--- src/rtl/sem_pkg.sv ---
package sem_pkg;
   typedef enum logic {
      IRQ_COMB       = 1'b0,
      IRQ_REGISTERED = 1'b1
   } irq_mode_e;
endpackage

--- src/rtl/sem_wreg.sv ---
module sem_wreg #(
   parameter int          W   = 16,
   parameter logic [W-1:0] RST = '0
) (
   input  logic         clk,
   input  logic         rst_n,
   input  logic         we,
   input  logic [W-1:0] d,
   output logic [W-1:0] q
);
   always_ff @(posedge clk or negedge rst_n) begin
      if (!rst_n)  q <= RST;
      else if (we) q <= d;
   end
endmodule

--- src/rtl/sem_flag_bank.sv ---
module sem_flag_bank #(
   parameter int N = 16
) (
   input  logic         clk,
   input  logic         rst_n,
   input  logic [N-1:0] set_i,
   input  logic         clr_en_i,
   input  logic [N-1:0] clr_i,
   output logic [N-1:0] flags_o
);
   // one flop per flag; set has priority over clear so no event is lost
   for (genvar i = 0; i < N; i++) begin : g_bit
      logic q;
      always_ff @(posedge clk or negedge rst_n) begin
         if (!rst_n)                     q <= 1'b0;
         else if (set_i[i])              q <= 1'b1;
         else if (clr_en_i && clr_i[i])  q <= 1'b0;
      end
      assign flags_o[i] = q;
   end
endmodule

--- src/rtl/sem_irq_gen.sv ---
module sem_irq_gen #(
   parameter int                N    = 16,
   parameter sem_pkg::irq_mode_e MODE = sem_pkg::IRQ_REGISTERED
) (
   input  logic         clk,
   input  logic         rst_n,
   input  logic [N-1:0] flags_i,
   input  logic [N-1:0] mask_i,
   output logic         pend_o,
   output logic         irq_o
);
   logic [N-1:0] live;
   assign live   = flags_i & ~mask_i;
   assign pend_o = |live;

   if (MODE == sem_pkg::IRQ_REGISTERED) begin : g_reg
      logic irq_q;
      always_ff @(posedge clk or negedge rst_n) begin
         if (!rst_n) irq_q <= 1'b0;
         else        irq_q <= pend_o;
      end
      assign irq_o = irq_q;
   end else begin : g_comb
      assign irq_o = pend_o;
   end
endmodule

--- src/rtl/sem_unit.sv ---
module sem_unit #(
   parameter int                 N        = 16,
   parameter int                 STS_W    = 16,
   parameter int                 STS_POS  = 9,
   parameter logic [N-1:0]       MASK_RST = '1,
   parameter sem_pkg::irq_mode_e IRQ_MODE = sem_pkg::IRQ_REGISTERED
) (
   input  logic             clk,
   input  logic             rst_n,
   input  logic             h2d_we,
   input  logic [N-1:0]     h2d_wdata,
   output logic [N-1:0]     h2d_flags_o,
   input  logic [N-1:0]     dsp_set_i,
   input  logic             clr_we,
   input  logic [N-1:0]     clr_wdata,
   input  logic             mask_we,
   input  logic [N-1:0]     mask_wdata,
   output logic [N-1:0]     d2h_flags_o,
   output logic [N-1:0]     mask_o,
   output logic [STS_W-1:0] sts_o,
   output logic             irq_o
);
   localparam int PosW = (STS_W > 1) ? $clog2(STS_W) : 1;

   if (N < 1) begin : g_bad_n
      $error("sem_unit: N must be at least 1");
   end
   if (STS_POS < 0 || STS_POS >= STS_W) begin : g_bad_pos
      $error("sem_unit: STS_POS must lie inside the status word");
   end

   logic pend;

   sem_wreg #(.W(N), .RST('0)) i_h2d (
      .clk(clk), .rst_n(rst_n), .we(h2d_we), .d(h2d_wdata), .q(h2d_flags_o)
   );

   sem_wreg #(.W(N), .RST(MASK_RST)) i_mask (
      .clk(clk), .rst_n(rst_n), .we(mask_we), .d(mask_wdata), .q(mask_o)
   );

   sem_flag_bank #(.N(N)) i_d2h (
      .clk(clk), .rst_n(rst_n), .set_i(dsp_set_i),
      .clr_en_i(clr_we), .clr_i(clr_wdata), .flags_o(d2h_flags_o)
   );

   sem_irq_gen #(.N(N), .MODE(IRQ_MODE)) i_irq (
      .clk(clk), .rst_n(rst_n), .flags_i(d2h_flags_o), .mask_i(mask_o),
      .pend_o(pend), .irq_o(irq_o)
   );

   always_comb begin
      sts_o = '0;
      sts_o[PosW'(STS_POS)] = pend;
   end
endmodule

--- config.mk ---
export PLATFORM = sky130hd
export DESIGN_NAME = sem_unit
export DESIGN_NICKNAME = d
export VERILOG_FILES = /design/src/rtl/sem_pkg.sv /design/src/rtl/sem_wreg.sv /design/src/rtl/sem_flag_bank.sv /design/src/rtl/sem_irq_gen.sv /design/src/rtl/sem_unit.sv
export SDC_FILE = /design/constraint.sdc
export NUM_CORES = 1
export LEC_CHECK = 0
export ABC_AREA = 1
export BUFFER_PORTS_ARGS = -buffer_cell sky130_fd_sc_hd__buf_2
export CORE_MARGIN = 5
export CORE_UTILIZATION = 25
export CTS_CLUSTER_DIAMETER = 40
export DETAILED_ROUTE_END_ITERATION = 8
export GPL_TIMING_DRIVEN = 0
export SYNTH_ARGS = -nofsm -noshare
export SYNTH_HDL_FRONTEND = slang
export SYNTH_HIERARCHICAL = 1
export SYNTH_SLANG_ARGS = --single-unit
export TNS_END_PERCENT = 10
--- constraint.sdc ---
create_clock -name clk -period 0.9 [get_ports clk]
set_input_delay 0.18 -clock clk [delete_from_list [all_inputs] [get_ports clk]]
set_output_delay 0.18 -clock clk [all_outputs]
set_load 0.01 [all_outputs]
Word-level counts from Yosys, hierarchy flattened --
Cells that the tools add are included.
Word-level totals: register bits after elaboration 49, bits of input ports 69, output and inout port bits 65, logic and storage cells 86
Cells by class: muxes and demuxes 32, bitwise logic cells 2, reductions and logical operators 33
Operators with widths (count):
- $mux W1 | 32
- $reduce_bool A2 Y1 | 16
- $and A16 B16 Y16 | 1
- $logic_and A1 B1 Y1 | 16
- $not A16 Y16 | 1
- $reduce_or A16 Y1 | 1

Logic depth before layout (Yosys ltp) --
depth in word-level cells 3, mapped depth 7, depth with buffers taken out 7

Hierarchy --
The synthesis kept the hierarchy.
Modules (own cells, without submodules):
- sem_flag_bank | times used 1, cells an instance 98, area each 809.5 µm², sequential area each 400.4 µm²
- sem_wreg at i_mask | times used 1, cells an instance 68, area each 664.4 µm², sequential area each 420.4 µm²
- sem_wreg at i_h2d | times used 1, cells an instance 68, area each 644.4 µm², sequential area each 400.4 µm²
- sem_irq_gen | times used 1, cells an instance 52, area each 219.0 µm², sequential area each 25.0 µm²
- sem_unit | times used 1, cells an instance 17, area each 123.9 µm², sequential area each 0.0 µm²

Worst setup path before layout --
OpenSTA, ideal clock, no wires.
path kind register to register, start point reg i_mask.q[11], end point reg i_irq.g_reg.irq_q, in the netlist i_irq/irq_o, library setup time 0.119 ns, arrival 0.882 ns, required time 0.781 ns, path slack -0.100 ns, cell stages (with the launch flop) 8, buffers on the path 0, period minus slack after synthesis 1.000 ns, cells stage by stage dfstp_2 > inv_1 > nand2_1 > nand2_1 > inv_1 > nand2_1 > nor2_1 > nand2_1
On the way: longest elaborated chain between the ends 3
Ends and longest elaborated chain:
- from (decl) | RTL line sem_wreg.sv:9 | output logic [W-1:0] q
- from (signal assigned) | RTL line sem_wreg.sv:12 | if (!rst_n) q <= RST;
- from (signal assigned) | RTL line sem_wreg.sv:13 | else if (we) q <= d;
- $not A16 Y16 | RTL line sem_irq_gen.sv:13 | assign live = flags_i & ~mask_i;
- $and A16 B16 Y16 | RTL line sem_irq_gen.sv:13
- $reduce_or A16 Y1 | RTL line sem_irq_gen.sv:14 | assign pend_o = |live;
- via pend | RTL line sem_unit.sv:32 | logic pend;
- to (signal assigned) | RTL line sem_irq_gen.sv:20 | else irq_q <= pend_o;
- to (decl) | RTL line sem_irq_gen.sv:17 | logic irq_q;
The timed path passes the listed nets, and every way through them passes these cells. A chain may end at the register's enable or synchronous reset.

Final worst setup path --
start point reg i_mask.q[2], end point out mask_o[2]
RTL lines:
- to (decl) | RTL line sem_unit.sv:19 | output logic [N-1:0] mask_o,
No word-level cell between the ends.

==> results.sh <==
export IMPL_maxCapViolCount=0
export IMPL_final_layout_size_suffix_gt1_share_pct=45.9
export IMPL_critPathKind="register to primary output"
export IMPL_synthToLayoutAreaGrowth_pct=49.8
export IMPL_status="complete, but fails checks"
export IMPL_cts_sinks=49
export IMPL_drv_slew=0
export IMPL_setup_ws_ps=-257
export IMPL_critical_path_top_delay_family="flip-flops"
export IMPL_num_vias=2169
export IMPL_overflow=0
export IMPL_cts_inserted_buffers=5
export IMPL_layout_cells_non_filler=582
export IMPL_worstPathArrival_ps=980
export IMPL_drtIter0Drc=64
export IMPL_pre_cts_ws_ps=-336
export IMPL_finalHoldViolations=33
export IMPL_dr_pass1_iters=4
export IMPL_pin_count=134
export IMPL_endpoint_kind="primary output"
export IMPL_ys_seq_area_share_pct=50.6
export IMPL_wl_met2_um=3250
export IMPL_gr_usage_all_layers_pct=11.2
export IMPL_fin_crit_ps=1160
export IMPL_top_layer="met4"
export IMPL_via_per_inst=3.73
export IMPL_r2r_end="i_irq/irq_o"
export IMPL_first_global_vias=2167
export IMPL_syn_area_um2=2460
export IMPL_die_area_um2=11900
export IMPL_fillCellCount=1028
export IMPL_layout_commonest_cell="nand2_1"
export IMPL_r2r_start="i_mask/q[3]"
export IMPL_finalSetupViolCount=50
export IMPL_clock_latency_ps=300
export IMPL_power_density_nw_per_um2=1400
export IMPL_start_util_pct=25.4
export IMPL_wl_met1_um=2790
export IMPL_fmax_ghz=0.865
export IMPL_slew_headroom_pct=51.5
export IMPL_rows=36
export IMPL_dieHeight_um=109
export IMPL_grt_antenna_before_repair=0
export IMPL_hold_class="primary input to asynchronous set/reset pin"
export IMPL_rr_worst_depth=8
export IMPL_period_share_pct=129
export IMPL_dp_cells=565
export IMPL_grt_pass1_wl_um=10500
export IMPL_gp_congestion=0.730
export IMPL_final_area_um2=3690
export IMPL_crit_path_max_fanout=3
export IMPL_ys_ff_latch=49
export IMPL_clk_pin_slew_ps=90
export IMPL_violations="hold timing, setup timing"
export IMPL_cts_root_buffer="clkbuf_8"
export IMPL_ys_types=12
export IMPL_htreeDepth=2
export IMPL_fin_skew_ps=7.68
export IMPL_required_ps=720
export IMPL_area_sequential_um2=1250
export IMPL_path_cells="buf_6"
export IMPL_cp_start_kind="register"
export IMPL_final_antenna_net_count=0
export IMPL_r2r_slack_ps=-240
export IMPL_yosys_warnings=6
export IMPL_syn_area_per_cell_um2=8.12
export IMPL_clk_path_buf_depth=2
export IMPL_fin_total_pwr_w=0.00515
export IMPL_critical_path_depth=1
export IMPL_p_leak_nw=2.15
export IMPL_die_width_um=109
export IMPL_drc_errors=0
export IMPL_grt_max_degree=50
export IMPL_holdWs_ps=-46.4
export IMPL_place_area_um2=3250
export IMPL_design_core_area_um2=9680
export IMPL_final_nets=517
export IMPL_post_dp_hpwl_um=5100
export IMPL_cts_tree="yes"
export IMPL_antenna_cells=0
export IMPL_worst_path_largest_cell_delay_ps=570
export IMPL_rsz0062_at_grt="yes"
export IMPL_crit_slowest_cell="dfstp_2"
export IMPL_syn_inst=303
export IMPL_numPortBuffers=114
export IMPL_wl_um=6710
export IMPL_worstMarginPinSlew_ps=728
export IMPL_wl_per_cell_um=11.5
export IMPL_final_cell_mix="nand2_1 (153), buf_2 (78), buf_6 (56), inv_1 (37), dfrtp_1 (33)"
export IMPL_peakVddDrop_uv=538
export IMPL_crit_buf_inv=1
export IMPL_multi_input_area_um2=754
export IMPL_wl_met3_um=623
-- routing by layer --
| metal | track usage (%) | vias up |
|---|---|---|
| met5 | 0 | - |
| met4 | 1.87 | 0 |
| met3 | 3.61 | 5 |
| met2 | 19.6 | 86 |
| met1 | 13.6 | 968 |
| li1 | - | 1110 |
-- synth_stat cells, drive strengths merged --
cell   count  share of area, %
nand4      1              0.25
buf       40                14
inv       40               6.5
conb       1              0.15
dfstp     16                17
dfrtp     33                34
nand2    170                28
nor2       2              0.31
-- worst reg2reg max path, delay by kind of cell (launching register included) --
family | cells | cell delay (ps)
and+or+nand+nor | 5 | 290
DFF | 1 | 560
buffers and inverters | 3 | 180
-- registers in the layout, summed over array words and instances, names as in the netlist --
| register | cells |
|---|---|
| i_h2d/q | 16 |
| i_irq/irq_o | 1 |
| i_mask/q | 16 |
| i_d2h/g_bit.q | 16 |
-- logic make-up (layout without fill, tap and decap cells) --
| logic type | Yosys count | in the layout | synth area share [%] |
|---|---|---|---|
| buf+inv | 80 | 211 | 21.0 |
| flops | 49 | 49 | 50.6 |
| other cells | 1 | 16 | 0.152 |
| simple gates | 173 | 173 | 28.2 |
-- report_power, final --
part	internal [W]	switching, W
Clock	0.000541	0.000734
Combinational	0.000712	0.000601
Sequential	0.00243	0.000134
-- per-stage QoR --
stage	utilization, %	setup TNS [ps]
6_report	38.1	-9060
5_1_grt	38.1	-11500
4_1_cts	37.7	-10340
3_5_place_dp	33.6	-13170
3_3_place_gp	33.6	-12410
2_1_floorplan	-	-100
-- worst max-delay path by stage --
stage / start / to / slack (ps)
2_1_floorplan: i_mask/q[6] / i_irq/irq_o / -100
3_3_place_gp: rst_n / i_h2d/q[4] / -320
3_5_place_dp: rst_n / i_h2d/q[5] / -340
4_1_cts: i_mask/q[15] / mask_o[15] / -280
5_1_grt: i_mask/q[10] / i_irq/irq_o / -350
6_report: i_mask/q[2] / mask_o[2] / -260
-- cell type report --
| type | instances | share of cell area (%) |
|---|---|---|
| clock buffer | 6 | 1.97 |
| tap | 133 | 4.51 |
| buffer | 39 | 11.0 |
| sequential | 49 | 33.8 |
| clock inverter | 2 | 0.272 |
| inverter | 40 | 4.34 |
| timing repair buffer | 124 | 23.6 |
| multi-input combinational | 189 | 20.5 |
-- repair_timing --
action	in CTS	in global routing
hold buffers	0	0
setup endpoints to repair	50	83
resized for setup	47	7
buffers inserted	8	2
pin swaps	0	4
Note: power is estimated with default switching activity, not from simulation.
